[src/rtl/syslock_pkg.sv]
package syslock_pkg;
    typedef enum logic {
        LK_LOCKED = 1'b0,
        LK_OPEN   = 1'b1
    } lock_st_t;
endpackage

[src/rtl/syslock_fsm.sv]
module syslock_fsm
    import syslock_pkg::*;
(
    input  logic clk,
    input  logic rst_n,
    input  logic wr_any,
    input  logic wr_key,
    output logic lock_open
);
    lock_st_t st_q, st_d;

    // state register
    always_ff @(posedge clk or negedge rst_n) begin
        if (!rst_n) st_q <= LK_LOCKED;
        else        st_q <= st_d;
    end

    // transitions: UNLOCK, REARM, CONSUME, HOLD
    always_comb begin
        st_d = st_q;
        unique case (st_q)
            LK_LOCKED: if (wr_key) st_d = LK_OPEN;
            LK_OPEN: begin
                if (wr_key)      st_d = LK_OPEN;
                else if (wr_any) st_d = LK_LOCKED;
            end
            default: st_d = LK_LOCKED;
        endcase
    end

    // outputs
    always_comb begin
        unique case (st_q)
            LK_OPEN:   lock_open = 1'b1;
            LK_LOCKED: lock_open = 1'b0;
            default:   lock_open = 1'b0;
        endcase
    end
endmodule

[src/rtl/syslock_cfg_reg.sv]
module syslock_cfg_reg #(
    parameter int DATA_W = 32
) (
    input  logic              clk,
    input  logic              rst_n,
    input  logic              we,
    input  logic [DATA_W-1:0] wdata,
    output logic [DATA_W-1:0] q
);
    always_ff @(posedge clk or negedge rst_n) begin
        if (!rst_n)  q <= '0;
        else if (we) q <= wdata;
    end
endmodule

[src/rtl/syslock_decode.sv]
module syslock_decode #(
    parameter int                ADDR_W   = 8,
    parameter int                DATA_W   = 32,
    parameter logic [ADDR_W-1:0] LOCK_OFS = 8'hC0,
    parameter logic [ADDR_W-1:0] CFG_OFS  = 8'h80
) (
    input  logic [ADDR_W-1:0] addr,
    input  logic              lock_open,
    input  logic [DATA_W-1:0] cfg_q,
    output logic              hit_lock,
    output logic              hit_cfg,
    output logic [DATA_W-1:0] rdata
);
    localparam logic [DATA_W-1:0] ONE = DATA_W'(1);

    assign hit_lock = (addr == LOCK_OFS);
    assign hit_cfg  = (addr == CFG_OFS);

    always_comb begin
        if (hit_lock)     rdata = lock_open ? ONE : '0;
        else if (hit_cfg) rdata = cfg_q;
        else              rdata = '0;
    end
endmodule

[src/rtl/syslock_ctrl.sv]
module syslock_ctrl #(
    parameter int                ADDR_W    = 8,
    parameter int                DATA_W    = 32,
    parameter logic [ADDR_W-1:0] LOCK_OFS  = 8'hC0,
    parameter logic [ADDR_W-1:0] CFG_OFS   = 8'h80,
    parameter logic [DATA_W-1:0] KEY       = 32'h0000_00AA,
    parameter int                COPRO_BIT = 23,
    parameter int                RESET_BIT = 31
) (
    input  logic              clk,
    input  logic              rst_n,
    input  logic              bus_wr,
    input  logic [ADDR_W-1:0] bus_addr,
    input  logic [DATA_W-1:0] bus_wdata,
    output logic [DATA_W-1:0] bus_rdata,
    output logic [DATA_W-1:0] dev_cfg,
    output logic              coproc_en,
    output logic              reset_req
);
    logic lock_open;
    logic hit_lock, hit_cfg;
    logic wr_key, cfg_we;

    assign wr_key = bus_wr && hit_lock && (bus_wdata == KEY);
    assign cfg_we = bus_wr && hit_cfg && lock_open;

    syslock_decode #(
        .ADDR_W(ADDR_W), .DATA_W(DATA_W),
        .LOCK_OFS(LOCK_OFS), .CFG_OFS(CFG_OFS)
    ) u_dec (
        .addr(bus_addr), .lock_open(lock_open), .cfg_q(dev_cfg),
        .hit_lock(hit_lock), .hit_cfg(hit_cfg), .rdata(bus_rdata)
    );

    syslock_fsm u_fsm (
        .clk(clk), .rst_n(rst_n), .wr_any(bus_wr), .wr_key(wr_key),
        .lock_open(lock_open)
    );

    syslock_cfg_reg #(.DATA_W(DATA_W)) u_cfg (
        .clk(clk), .rst_n(rst_n), .we(cfg_we), .wdata(bus_wdata), .q(dev_cfg)
    );

    assign coproc_en = dev_cfg[COPRO_BIT];
    assign reset_req = dev_cfg[RESET_BIT];
endmodule

[config.mk]
export PLATFORM = sky130hd
export DESIGN_NAME = syslock_ctrl
export DESIGN_NICKNAME = d
export VERILOG_FILES = /design/src/rtl/syslock_pkg.sv /design/src/rtl/syslock_fsm.sv /design/src/rtl/syslock_cfg_reg.sv /design/src/rtl/syslock_decode.sv /design/src/rtl/syslock_ctrl.sv
export SDC_FILE = /design/constraint.sdc
export NUM_CORES = 1
export LEC_CHECK = 0
export BUFFER_PORTS_ARGS = -buffer_cell sky130_fd_sc_hd__buf_2
export CORE_MARGIN = 3
export CORE_UTILIZATION = 46
export DETAILED_ROUTE_END_ITERATION = 7
export GPL_TIMING_DRIVEN = 0
export PLACE_DENSITY = 0.84
export SLEW_MARGIN = 20
export SYNTH_ARGS = -nofsm -noshare
export SYNTH_HDL_FRONTEND = slang
export SYNTH_SLANG_ARGS = --single-unit
[constraint.sdc]
create_clock -name clk -period 4.2 [get_ports clk]
set_clock_uncertainty 0.2 [all_clocks]
set_input_delay 0.84 -clock clk [delete_from_list [all_inputs] [get_ports clk]]
set_output_delay 0.84 -clock clk [all_outputs]
set_load 0.01 [all_outputs]
==> flow_metrics.tcl <==
set metrics [dict create \
    drive_above_1_share_pct 65.3 \
    postSynthCellCount 124 \
    finalNetCount 282 \
    ant_nets 0 \
    timing.slew.headroom_pct 51.8 \
    hold_viol_final 0 \
    unrepaired_setup_endpoints_after_global_routing "no" \
    sequential_share_of_the_synthesized_area_pct 47.1 \
    drv_slew 0 \
    path_type_of_the_worst_min_delay_path "register to register" \
    mean_area_per_synthesized_cell_sq_um 14.1 \
    tritoncts "built" \
    netlist-cell-type-count 22 \
    yosys_register_bits 33 \
    setup-violations-final 0 \
    worst_r2r_endpoint "u_cfg.q[24]$_DFFE_PN0P_" \
    r2r_start "u_fsm.st_q$_DFF_PN0_" \
    regToRegSetupSlack_ns 2.72 \
    drt_wl_total_microns 4370 \
    report.power.total_uw 587 \
    leakage_component_of_the_power_uw 0.00141 \
    worst_setup_hold_path_clk_slew_ns 0.06 \
    setup.worst_path.start "bus_addr[3]" \
    floorplan.initialDensity_pct 50.1 \
    cellInternalPower_uw 466 \
    detailed_placer_s_ending_hpwl_microns 3450 \
    later_pin_clock_latency_in_the_skew_report_ns 0.28 \
    ctsHoldBuffers 0 \
    cts_inserted_buffers 5 \
    critical_path_arrival_ns 2.29 \
    grt_antenna_before_repair 0 \
    setup.worst_path.end "bus_rdata[25]" \
    global_route_overflow 0 \
    critical_path.endpoint_type "primary output" \
    ir_worst_vdd_mv 0.169 \
    clock_tree.root_cell "clkbuf_8" \
    dpl_worst_slack_ns 0.823 \
    global_route.usage.total_pct 20.2 \
    path_max_fanout 10 \
    crit_path_start_kind "input port" \
    io_buffer_count 108 \
    maximum_number_of_pins_on_one_net_before_global_route_repair 34 \
    vias_per_cell 4.95 \
    pwr_density_cell_nw_per_um2 241 \
    timing.fmax_mhz 300 \
    pwr-share-comb_pct 6.1 \
    placeableCoreArea_sq_um 3490 \
    synth_fp_nets 167 \
    postCtsResizedCells 0 \
    postCtsSetupRepairBufs 0 \
    setup-tns-final_ns 0 \
    grt_first_pass_wirelength_microns 6670 \
    clock_sinks 33 \
    globalplace.congestion 0.741 \
    post-route-worst-setup-slack_ns 0.866 \
    height_of_the_die_microns 67.7 \
    cts_max_level 2 \
    reg2reg_depth 4 \
    layout_worst_path_cycle_share_pct 79.4 \
    pwr-share-clk_pct 39.6 \
    core.rowCount 21 \
    worstPathRequired_ns 3.16 \
    die_width_microns 67.7 \
    areaGrowthSynthToFinish_pct 39.1 \
    cap_violations 0 \
    routed_vias 1412 \
    antennaDiodeCount 0 \
    worstMarginPinSlew_ns 0.723 \
    path_class "input port to primary output" \
    number_of_fillers_in_the_final_layout 277 \
    num_io_pins 109 \
    drt-initial-drc-count 24 \
    yosys_warnings 0 \
    flop_pwr_share_pct 54.3 \
    drc 0 \
    detailedRoute.firstPassIterationCount 4 \
    minimum_clock_period_after_layout_ns 3.33 \
    die_area_sq_um 4580 \
    routedWlPerCell_microns 15.3 \
    run_status "complete, no violations" \
    switching_share_pct 20.6 \
    power.switching_uw 121 \
    max-clock-path-buffers 2 \
    syn_area_sq_um 1750 \
    first_global_vias 1396 \
]
[worst min-delay path by stage]
stage	start	endpoint	slack [ns]	depth (start not counted)
after floorplan	u_fsm.st_q$_DFF_PN0_	u_fsm.st_q$_DFF_PN0_	0.31	2
after global placement	u_cfg.q[20]$_DFFE_PN0P_	u_cfg.q[20]$_DFFE_PN0P_	0.31	1
after detailed placement	u_cfg.q[21]$_DFFE_PN0P_	u_cfg.q[21]$_DFFE_PN0P_	0.31	1
after CTS	u_cfg.q[21]$_DFFE_PN0P_	u_cfg.q[21]$_DFFE_PN0P_	0.32	1
after global routing	u_cfg.q[26]$_DFFE_PN0P_	u_cfg.q[26]$_DFFE_PN0P_	0.35	1
final	u_cfg.q[21]$_DFFE_PN0P_	u_cfg.q[21]$_DFFE_PN0P_	0.32	1
[critical path, stage by stage]
cell and delay, ns:
buf_2 0.11, nor4_2 0.37, and4b_4 0.35, clkbuf_1 0.31
and2_1 0.17, buf_2 0.14
[per-layer routing]
metal  wire length, microns  global-route usage, %  share of wire [%]
met2                   1980                   32.6                 45
met1                   1810                   24.8                 42
met4                     54                   9.11                1.2
met5                      0                      0                  0
met3                    518                   6.16                 12
[per-stage QoR]
step | instances | hold slack (ns) | util, % | cell area [sq um]
after floorplan | 124 | 0.308 | - | 1750
after global placement | 278 | 0.309 | 67.2 | 2350
after global routing | 285 | 0.346 | 69.7 | 2440
after detailed placement | 278 | 0.305 | 67.2 | 2350
after CTS | 285 | 0.325 | 69.7 | 2440
final | 285 | 0.319 | 69.7 | 2440
[placed cells by master (no fill, tap or decap)]
cell type and n:
buf_12 4, and2_2 1, and3_1 1, or4_1 1
and3_4 1, nor4_2 1, or4b_1 1, and2_1 30
mux2_4 30, nor4bb_1 2, a32o_1 1, and4b_4 1
buf_4 2, clkbuf_8 6, o32ai_1 1, or3_1 1
nor4_1 4, inv_1 1, clkbuf_1 4, mux2_2 2
nand4_1 2, buf_2 108, dfrtp_1 33, nor2_1 1
[layout make-up]
cell class                      instances  area, sq um  share of cell area [%]
Tap cell                               46         57.6                    2.36
Sequential cell                        33          826                    33.9
Multi-Input combinational cell         81          816                    33.5
Clock buffer                            7         86.3                    3.54
Buffer                                  9          106                    4.37
Inverter                                1         3.75                   0.154
Timing Repair Buffer                  108          541                    22.2
[kinds of logic after synthesis]
group,count (synthesis),synth area share [%]
simple gates,47,18.5
mux,32,27.0
buf+inv,10,6.29
flops,33,47.1
compound gates,2,1.07
[flip-flops by register name, summed over array words and instances (netlist names)]
register    flops
u_cfg.q        32
u_fsm.st_q      1
[synth_stat cells, drive strengths merged]
| master | n | area, sq um |
|---|---|---|
| a32o | 1 | 10.0 |
| and2 | 31 | 195 |
| and3 | 2 | 17.5 |
| and4b | 1 | 13.8 |
| buf | 6 | 95.1 |
| clkbuf | 3 | 11.3 |
| dfrtp | 33 | 826 |
| inv | 1 | 3.75 |
| mux2 | 32 | 473 |
| nand4 | 2 | 12.5 |
| nor2 | 1 | 3.75 |
| nor4 | 5 | 37.5 |
| nor4bb | 2 | 20.0 |
| o32ai | 1 | 8.76 |
| or3 | 1 | 6.26 |
| or4 | 1 | 7.51 |
| or4b | 1 | 10.0 |
[power by group through the flow]
stage	sequential, uW	combinational, uW	clock [uW]
2_1_floorplan	325	4.66	0
3_3_place_gp	324	35.9	0
3_5_place_dp	324	36.7	0
4_1_cts	318	36.8	243
5_1_grt	318	40.2	260
6_report	319	35.8	232
Note: power is estimated with default switching activity, not from simulation.
